$ cat src/rtl/mdm_pkg.sv
package mdm_pkg;
  // register addresses
  localparam int ADDR_STAT = 0;
  localparam int ADDR_CFG  = 1;
  localparam int ADDR_OUT  = 2;

  // status register layout
  localparam int LVL_W     = 4;
  localparam int EDGE_N    = 2;
  localparam int ST_LSB    = 4;

  // output register layout
  localparam int OUT_DTR   = 0;
  localparam int OUT_RTS   = 1;

  // configuration register: mask bit4, any-edge bits3:2, enables bits1:0
  typedef struct packed {
    logic                 mask;
    logic [EDGE_N-1:0]    any_edge;
    logic [EDGE_N-1:0]    en;
  } cfg_t;

  localparam int CFG_W = $bits(cfg_t);
endpackage

$ cat src/rtl/mdm_sync.sv
module mdm_sync #(
  parameter int W      = 4,
  parameter int STAGES = 2
) (
  input  logic         clk,
  input  logic         rst,
  input  logic [W-1:0] d,
  output logic [W-1:0] q
);
  logic [W-1:0] stg [STAGES];

  always_ff @(posedge clk) begin
    if (rst) begin
      for (int i = 0; i < STAGES; i++) stg[i] <= '0;
    end else begin
      stg[0] <= d;
      for (int i = 1; i < STAGES; i++) stg[i] <= stg[i-1];
    end
  end

  assign q = stg[STAGES-1];
endmodule

$ cat src/rtl/mdm_edge_latch.sv
module mdm_edge_latch (
  input  logic clk,
  input  logic rst,
  input  logic lvl,
  input  logic any_edge,
  input  logic clr,
  output logic stat
);
  logic prev_q;
  logic rise, fall, set_ev;

  assign rise   = lvl & ~prev_q;
  assign fall   = ~lvl & prev_q;
  assign set_ev = rise | (any_edge & fall);

  always_ff @(posedge clk) begin
    if (rst) begin
      prev_q <= 1'b0;
      stat   <= 1'b0;
    end else begin
      prev_q <= lvl;
      // a new event wins over the clear of the same cycle
      stat   <= set_ev | (stat & ~clr);
    end
  end


  rd_clear_chk: assert property (@(posedge clk) disable iff (rst)
    (clr && !set_ev) |=> !stat);

  edge_hold_chk: assert property (@(posedge clk) disable iff (rst)
    set_ev |=> stat);

  rise_only_chk: assert property (@(posedge clk) disable iff (rst)
    (!stat && !any_edge && $fell(lvl)) |=> !stat);

  any_edge_chk: assert property (@(posedge clk) disable iff (rst)
    (any_edge && ($rose(lvl) || $fell(lvl))) |=> stat);
endmodule

$ cat src/rtl/mdm_regs.sv
module mdm_regs
  import mdm_pkg::*;
#(
  parameter int DW = 8,
  parameter int AW = 2
) (
  input  logic              clk,
  input  logic              rst,
  input  logic              wr_en,
  input  logic              rd_en,
  input  logic [AW-1:0]     addr,
  input  logic [DW-1:0]     wr_data,
  input  logic [LVL_W-1:0]  lvl,
  input  logic [EDGE_N-1:0] stat,
  output cfg_t              cfg,
  output logic              stat_clr,
  output logic [DW-1:0]     rd_data,
  output logic              rd_valid,
  output logic              dtr_n_o,
  output logic              rts_n_o
);
  logic          sel_stat, sel_cfg, sel_out;
  logic [DW-1:0] rd_next;
  logic          unused_wr_hi;

  assign sel_stat = (addr == AW'(ADDR_STAT));
  assign sel_cfg  = (addr == AW'(ADDR_CFG));
  assign sel_out  = (addr == AW'(ADDR_OUT));
  assign stat_clr = rd_en & sel_stat;
  assign unused_wr_hi = ^wr_data[DW-1:CFG_W];

  always_ff @(posedge clk) begin
    if (rst) begin
      cfg     <= '0;
      dtr_n_o <= 1'b1;
      rts_n_o <= 1'b1;
    end else if (wr_en) begin
      if (sel_cfg) cfg <= cfg_t'(wr_data[CFG_W-1:0]);
      if (sel_out) begin
        dtr_n_o <= ~wr_data[OUT_DTR];
        rts_n_o <= ~wr_data[OUT_RTS];
      end
    end
  end

  always_comb begin
    rd_next = '0;
    if (sel_stat) begin
      rd_next[LVL_W-1:0]             = lvl;
      rd_next[ST_LSB +: EDGE_N]      = stat;
    end else if (sel_cfg) begin
      rd_next[CFG_W-1:0]             = cfg;
    end else if (sel_out) begin
      rd_next[OUT_DTR]               = ~dtr_n_o;
      rd_next[OUT_RTS]               = ~rts_n_o;
    end
  end

  always_ff @(posedge clk) begin
    if (rst) begin
      rd_data  <= '0;
      rd_valid <= 1'b0;
    end else begin
      rd_valid <= rd_en;
      if (rd_en) rd_data <= rd_next;
    end
  end


  dtr_pin_chk: assert property (@(posedge clk) disable iff (rst)
    (wr_en && sel_out) |=> (dtr_n_o == !$past(wr_data[OUT_DTR])));

  cfg_keep_chk: assert property (@(posedge clk) disable iff (rst)
    !(wr_en && sel_cfg) |=> $stable(cfg));
endmodule

$ cat src/rtl/mdm_irq.sv
module mdm_irq
  import mdm_pkg::*;
(
  input  logic              clk,
  input  logic              rst,
  input  logic [EDGE_N-1:0] stat,
  input  logic [EDGE_N-1:0] en,
  input  logic              mask,
  output logic              irq
);
  always_ff @(posedge clk) begin
    if (rst) irq <= 1'b0;
    else     irq <= mask & (|(stat & en));
  end


  mask_gate_chk: assert property (@(posedge clk) disable iff (rst)
    !mask |=> !irq);

  en_gate_chk: assert property (@(posedge clk) disable iff (rst)
    ((stat & en) == '0) |=> !irq);
endmodule

$ cat src/rtl/mdm_edge_irq.sv
module mdm_edge_irq
  import mdm_pkg::*;
#(
  parameter int DW          = 8,
  parameter int AW          = 2,
  parameter int SYNC_STAGES = 2
) (
  input  logic          clk,
  input  logic          rst,
  input  logic          cts_i,
  input  logic          dcd_i,
  input  logic          ri_i,
  input  logic          dsr_i,
  input  logic          wr_en,
  input  logic          rd_en,
  input  logic [AW-1:0] addr,
  input  logic [DW-1:0] wr_data,
  output logic [DW-1:0] rd_data,
  output logic          rd_valid,
  output logic          dtr_n_o,
  output logic          rts_n_o,
  output logic          ext_irq
);
  logic [LVL_W-1:0]  raw_lvl, lvl;
  logic [EDGE_N-1:0] stat;
  logic              stat_clr;
  cfg_t              cfg;

  assign raw_lvl = {dsr_i, ri_i, dcd_i, cts_i};

  mdm_sync #(.W(LVL_W), .STAGES(SYNC_STAGES)) u_sync (
    .clk (clk), .rst (rst), .d (raw_lvl), .q (lvl)
  );

  for (genvar g = 0; g < EDGE_N; g++) begin : g_edge
    mdm_edge_latch u_latch (
      .clk      (clk),
      .rst      (rst),
      .lvl      (lvl[g]),
      .any_edge (cfg.any_edge[g]),
      .clr      (stat_clr),
      .stat     (stat[g])
    );
  end

  mdm_regs #(.DW(DW), .AW(AW)) u_regs (
    .clk      (clk),
    .rst      (rst),
    .wr_en    (wr_en),
    .rd_en    (rd_en),
    .addr     (addr),
    .wr_data  (wr_data),
    .lvl      (lvl),
    .stat     (stat),
    .cfg      (cfg),
    .stat_clr (stat_clr),
    .rd_data  (rd_data),
    .rd_valid (rd_valid),
    .dtr_n_o  (dtr_n_o),
    .rts_n_o  (rts_n_o)
  );

  mdm_irq u_irq (
    .clk  (clk),
    .rst  (rst),
    .stat (stat),
    .en   (cfg.en),
    .mask (cfg.mask),
    .irq  (ext_irq)
  );


  irq_clear_chk: assert property (@(posedge clk) disable iff (rst)
    (stat == '0) |=> !ext_irq);
endmodule

$ cat config.mk
export PLATFORM = sky130hd
export DESIGN_NAME = mdm_edge_irq
export DESIGN_NICKNAME = d
export VERILOG_FILES = /design/src/rtl/mdm_pkg.sv /design/src/rtl/mdm_sync.sv /design/src/rtl/mdm_edge_latch.sv /design/src/rtl/mdm_regs.sv /design/src/rtl/mdm_irq.sv /design/src/rtl/mdm_edge_irq.sv
export SDC_FILE = /design/constraint.sdc
export NUM_CORES = 1
export LEC_CHECK = 0
export ABC_AREA = 0
export CAP_MARGIN = 25
export CORE_MARGIN = 2
export CORE_UTILIZATION = 49
export CTS_CLUSTER_DIAMETER = 40
export DETAILED_ROUTE_END_ITERATION = 12
export PLACE_DENSITY = 0.81
export SLEW_MARGIN = 20
export SYNTH_ARGS = -nofsm -noshare
export SYNTH_HDL_FRONTEND = slang
export SYNTH_HIERARCHICAL = 1
export SYNTH_SLANG_ARGS = --single-unit
export TNS_END_PERCENT = 50
$ cat constraint.sdc
create_clock -name clk -period 2.65 [get_ports clk]
set_input_delay 0.53 -clock clk [delete_from_list [all_inputs] [get_ports clk]]
set_output_delay 0.53 -clock clk [all_outputs]
set_load 0.1 [all_outputs]
==> results of run 1 <==
==> cell usage after synthesis (2+ instances only) <==
cell	number
o221a_1	2
buf_4	7
nand2b_1	4
nand3b_1	3
a31oi_1	2
nor3_2	2
mux2_2	3
nor2_1	13
mux2i_1	7
a211o_1	2
dfxtp_1	27
a21oi_1	4
nor2b_1	15
==> final timing paths <==
check                                                  from                             end  depth (start not counted)
worst max-delay path                                addr[0]  u_regs/rd_data[2]$_SDFFE_PP0P_                          4
worst min register to register  u_sync/stg[0][0]$_SDFF_PP0_     u_sync/stg[0][4]$_SDFF_PP0_                          1
worst min-delay path            u_sync/stg[0][0]$_SDFF_PP0_     u_sync/stg[0][4]$_SDFF_PP0_                          1
worst max register to register  u_sync/stg[0][4]$_SDFF_PP0_  u_regs/rd_data[0]$_SDFFE_PP0P_                          3
==> registers in the layout (all words and copies together), names as in the netlist <==
| name | flops |
|---|---|
| u_regs/rts_n_o | 1 |
| g_edge.u_latch/prev_q | 2 |
| u_regs/cfg | 5 |
| u_regs/dtr_n_o | 1 |
| u_sync/stg | 8 |
| u_regs/rd_valid | 1 |
| u_regs/rd_data | 6 |
| u_irq/irq | 1 |
| g_edge.u_latch/stat | 2 |
==> through the flow <==
step	instances	hold WS (ps)	util
finish	148	454.0	0.6361
global route	148	467.2	0.6361
CTS	148	458.3	0.6361
detailed placement	144	428.2	0.6231
global placement	144	417.7	0.6231
floorplan	101	413.8	-
==> layer usage <==
metal  vias up  global-route usage  wire, um
met1       339              0.1880       791
met4         0             0.06757        14
li1        371                   -         -
met2        22              0.2697       838
met5         -                   0         0
met3         2             0.03801        94
==> worst register-to-register path: stages, from the launching register on <==
cell and delay (ps):
dfxtp_1 380, mux2i_1 90, o221a_1 260, nor3_2 140
==> logic make-up (layout without fill, tap and decap cells) <==
kind of cell,after synthesis,count (layout),synth area share
AO/OA/AOI/OAI,11,11,0.07442
buffers and inverters,9,29,0.07093
flip-flops,27,27,0.5023
multiplexers,10,10,0.09651
other,1,2,0.003485
AND/OR/NAND/NOR,42,42,0.2523
==> where the power goes <==
part | switching, mW | internal, mW | total [mW]
combinational | 0.0781 | 0.0463 | 0.124
clock | 0.115 | 0.0589 | 0.174
sequential | 0.00744 | 0.422 | 0.429
total | 0.200 | 0.527 | 0.727
==> layout make-up <==
class	instances	area, um2
Sequential cell	27	540.5
Clock buffer	4	26.28
Tap cell	27	33.78
Timing Repair Buffer	25	222.7
Multi-Input combinational cell	65	462.9
Fill cell	171	735.7
==> results.sh, run 1 <==
export IMPL_run_status="finished clean"
export IMPL_timing_critical_path_fanout_max=9
export IMPL_synth_top_area_share=0.5023
export IMPL_drive_gt1_frac=0.1818
export IMPL_timing_critical_path_cells="clkdlybuf4s50_1, mux2_2, a21oi_1, nor2_1"
export IMPL_mappedNetlistArea_um2=1076
export IMPL_synth_seq_area_share=0.5023
export IMPL_overall_routing_resource_usage=0.1575
export IMPL_place_area_um2=1260
export IMPL_power_consumption_mw=0.7271
export IMPL_yosysTopAreaCell="dfxtp_1"
export IMPL_synth_top_flop_cell="dfxtp_1"
export IMPL_number_of_buffers_inserted_during_clock_tree_synthesis=3
export IMPL_drt_wirelength_per_cell_um=11.75
export IMPL_pin_count=30
export IMPL_path_class="in -> reg"
export IMPL_maximum_capacitance_violations=0
export IMPL_floorplan_core_area_um2=2022
export IMPL_rsz_0062_raised_after_global_routing="no"
export IMPL_worst_path_dominant_cell_family="buffers and inverters"
export IMPL_worstSkewPairLatency_ps=320
export IMPL_ys_seq_elements=27
export IMPL_mostFrequentLayoutCells="dfxtp_1, nor2b_1, clkdlybuf4s50_1"
export IMPL_buffer_ports_inserted=24
export IMPL_clockBufferDepth=2
export IMPL_tritoncts="done"
export IMPL_synth_enable_flop_cells=0
export IMPL_timing_final_max_slew_violations=0
export IMPL_fmax_ghz=0.6046
export IMPL_report_final_hold_viol_count=0
export IMPL_die_x_um=50.86
export IMPL_placement_setup_worst_slack_ps=652.5
export IMPL_fin_skew_ps=1.848
export IMPL_antenna_cells_inserted=0
export IMPL_clock_sink_count=27
export IMPL_cts_resized=0
export IMPL_timing_hold_worst_class="reg -> reg"
export IMPL_crit_buf_inv=1
export IMPL_critPathRequiredTime_ps=2860
export IMPL_core_rowCount=16
export IMPL_syn_avg_cell_area_um2=10.76
export IMPL_postSynthCellCount=100
export IMPL_total_die_area_um2=2587
export IMPL_nets=140
export IMPL_cell_types_with_the_largest_area_share_after_synthesis="dfxtp_1, nor2b_1, mux2i_1, buf_4, nor2_1"
export IMPL_place_congestion=0.7402
export IMPL_global_route_overflow_total=0
export IMPL_ys_warnings_count=6
export IMPL_synthToLayoutAreaGrowth_pct=19.53
export IMPL_slowest_stage="clkdlybuf4s50_1"
export IMPL_final_critical_path_share_of_the_clock_period=0.6241
export IMPL_clk_pin_slew_ps=140
export IMPL_cpPeakStageDelay_ps=760
export IMPL_reg2reg_slack_ps=1720
export IMPL_wl_mm=1.739
export IMPL_dr_first_iter_drc_count=9
export IMPL_synth_lib_cells_used_distinct=22
export IMPL_route_detailed_vias_per_inst=4.959
export IMPL_cts_htree_levels=1
export IMPL_clk_root_buffer_cell="clkbuf_4"
export IMPL_postCtsSetupBuffers=0
export IMPL_die_h_um=50.86
export IMPL_number_of_drc_violations_after_detailed_routing=0
export IMPL_critical_path_endpoint_type="flip-flop"
export IMPL_asyncSetResetFlopFracSynth=0
export IMPL_powerDensity_nw_per_um2=565.3
export IMPL_setup_tns_final_ps=0
export IMPL_final_critical_path_setup_slack_ps=996.1
export IMPL_layout_commonest_cell="dfxtp_1"
export IMPL_critical_path_arrival_ps=1870
export IMPL_grt_start_max_net_pins=18
export IMPL_timing_final_setup_violations=0
export IMPL_finish_instance_area_um2=1286
export IMPL_ir_worst_vdd_uv=287.1
export IMPL_drt_pass1_iterations=4
export IMPL_hold_buffers=0
export IMPL_cp_start_kind="primary input"
export IMPL_min_period_ps=1654
export IMPL_first_global_vias=674
export IMPL_detail_route_antenna_nets=0
export IMPL_power_leakage_nw=0.5415
export IMPL_first_pass_grt_wire_length_mm=2.953
export IMPL_number_of_antenna_violations_at_the_first_check_in_global_routing=0
export IMPL_initial_core_util=0.5322
export IMPL_vias=734
Note: power is estimated with default switching activity, not from simulation.
==> run 2: changes to the inputs <==
CORE_UTILIZATION = 41   (was 49)
PLACE_DENSITY = 0.73   (was 0.81)
clock period = 1.3 ns   (was 2.65 ns; I/O delays follow)
==> run 2 against run 1 <==
Worst setup slack got worse by 920 ps. Design area increased by 13%. Worst hold slack got worse by 14 ps. Die area increased by 18%. Clock power increased by 100%. Sequential power increased by 110%. Highest routed layer is now met3. Clock-buffer cell count decreased by 1. Largest cell class unchanged. Total power increased by 110%. Sequential share of layout area decreased by 4.7 points. Clock skew increased by 11 ps. Non-clock buffer count increased by 3. Largest power group unchanged. Register-to-register slack got worse by 1400 ps.
==> results.sh, run 2 (synthesis gave the netlist of run 1 again) <==
export IMPL_run_status="finished clean"
export IMPL_cp_start_kind="primary input"
export IMPL_drive_gt1_frac=0.2339
export IMPL_final_critical_path_setup_slack_ps=76.03
export IMPL_wl_mm=1.797
export IMPL_first_pass_grt_wire_length_mm=3.118
export IMPL_routedLengthMet1_um=799
export IMPL_final_critical_path_share_of_the_clock_period=0.9415
export IMPL_largest_registers="u_sync/stg: 8 flops, u_regs/rd_data: 6 flops, u_regs/cfg: 5 flops"
export IMPL_maximum_capacitance_violations=0
export IMPL_fin_util=0.5884
export IMPL_power_leakage_nw=0.5952
export IMPL_core_rowCount=18
export IMPL_power_share_sequential=0.578
export IMPL_layout_commonest_cell="dfxtp_1"
export IMPL_ir_worst_vdd_uv=712.7
export IMPL_dp_final_hpwl_mm=1.352
export IMPL_cts_htree_levels=1
export IMPL_power_frac_comb=0.189
export IMPL_number_of_antenna_violations_at_the_first_check_in_global_routing=0
export IMPL_fin_skew_ps=12.88
export IMPL_timing_final_max_slew_violations=0
export IMPL_dr_wl_met3_um=95
export IMPL_clk_root_buffer_cell="clkbuf_4"
export IMPL_vias=721
export IMPL_clk_pin_slew_ps=150
export IMPL_critPathRequiredTime_ps=1520
export IMPL_antenna_cells_inserted=0
export IMPL_largest_reg_flops=8
export IMPL_clock_network_power_share=0.233
export IMPL_p_switching_mw=0.4201
export IMPL_power_internal_mw=1.107
export IMPL_clockBufferDepth=2
export IMPL_fin_cells=154
export IMPL_synthToLayoutAreaGrowth_pct=35.47
export IMPL_cts_resized=0
export IMPL_power_consumption_mw=1.527
export IMPL_powerDensity_nw_per_um2=1047
export IMPL_worstSkewPairLatency_ps=320
export IMPL_tritoncts="done"
export IMPL_pin_count=30
export IMPL_numPlacedInstances=150
export IMPL_top_layer_used="met3"
export IMPL_critical_path_endpoint_type="flip-flop"
export IMPL_dr_first_iter_drc_count=6
export IMPL_clock_sink_count=27
export IMPL_global_route_overflow_total=0
export IMPL_register_with_the_most_flip_flops="u_sync/stg"
export IMPL_rsz_0062_raised_after_global_routing="no"
export IMPL_drt_wirelength_per_cell_um=11.67
export IMPL_detail_route_antenna_nets=0
export IMPL_timing_final_setup_violations=0
export IMPL_critical_path_arrival_ps=1440
export IMPL_fmax_ghz=0.8170
export IMPL_hold_buffers=0
export IMPL_report_final_hold_viol_count=0
export IMPL_die_x_um=55.23
export IMPL_path_class="in -> reg"
export IMPL_timing_hold_worst_class="reg -> reg"
export IMPL_placement_setup_worst_slack_ps=-273.3
export IMPL_wl_met2_um=902
export IMPL_nets=143
export IMPL_buffer_ports_inserted=24
export IMPL_timing_critical_path_fanout_max=7
export IMPL_total_die_area_um2=3050
export IMPL_number_of_buffers_inserted_during_clock_tree_synthesis=3
export IMPL_number_of_drc_violations_after_detailed_routing=0
export IMPL_min_period_ps=1224
export IMPL_mostFrequentLayoutCells="dfxtp_1, nor2b_1, clkdlybuf4s50_1"
export IMPL_drt_pass1_iterations=4
export IMPL_route_detailed_vias_per_inst=4.682
export IMPL_overall_routing_resource_usage=0.1268
export IMPL_place_congestion=0.7849
export IMPL_initial_core_util=0.4343
export IMPL_postCtsSetupBuffers=0
export IMPL_die_h_um=55.23
export IMPL_first_global_vias=714
export IMPL_grt_start_max_net_pins=28
export IMPL_floorplan_core_area_um2=2477
export IMPL_switching_share_of_total_power=0.2752
## run 2: cell type report
cell class / instances / area (um2)
timing repair buffer: 28 / 382.9
fill: 206 / 1020
clock inverter: 1 / 7.507
tap: 30 / 37.54
clock buffer: 3 / 22.52
multi-input combinational: 65 / 462.9
sequential: 27 / 544.3
## run 2: worst paths after layout
kind	start	endpoint	slack, ps	cells past startpoint
setup / recovery	addr[1]	u_regs/rts_n_o$_SDFFE_PP1P_	80	3
hold / removal	u_sync/stg[0][0]$_SDFF_PP0_	u_sync/stg[0][4]$_SDFF_PP0_	440	1
setup reg to reg	u_sync/stg[0][4]$_SDFF_PP0_	u_regs/rd_data[0]$_SDFFE_PP0P_	360	3
hold reg to reg	u_sync/stg[0][0]$_SDFF_PP0_	u_sync/stg[0][4]$_SDFF_PP0_	440	1
## run 2: per-layer routing
metal / up-vias / track usage
li1: 378 / -
met1: 323 / 0.1447
met2: 20 / 0.2245
met3: 0 / 0.03044
met4: 0 / 0.05226
met5: - / 0
## run 2: metrics by stage
stage	instance area, um2	hold WS [ps]	setup TNS, ps
after floorplan	1084	329.4	-14.65
after global placement	1428	417.2	-3135
after detailed placement	1428	420.4	-3385
after CTS	1458	454.4	0
after global routing	1458	451.0	0
final	1458	440.3	0
## run 2: power groups by stage
stage / Sequential (mW) / Combinational [mW] / Clock (mW)
finish: 0.882 / 0.289 / 0.355
global route: 0.887 / 0.306 / 0.409
CTS: 0.883 / 0.291 / 0.378
detailed placement: 0.901 / 0.290 / 0
global placement: 0.898 / 0.287 / 0
floorplan: 0.962 / 0.117 / 0
## run 2: critical path: stages
cell,delay (ps)
clkdlybuf4s50_1,660
nand3b_1,200
a211o_1,320
==> run 3: changes to the inputs <==
GPL_TIMING_DRIVEN = 1   (was unset)
==> results of run 3 <==
The final DEF is identical to that of run 2; final timing and power are the same.
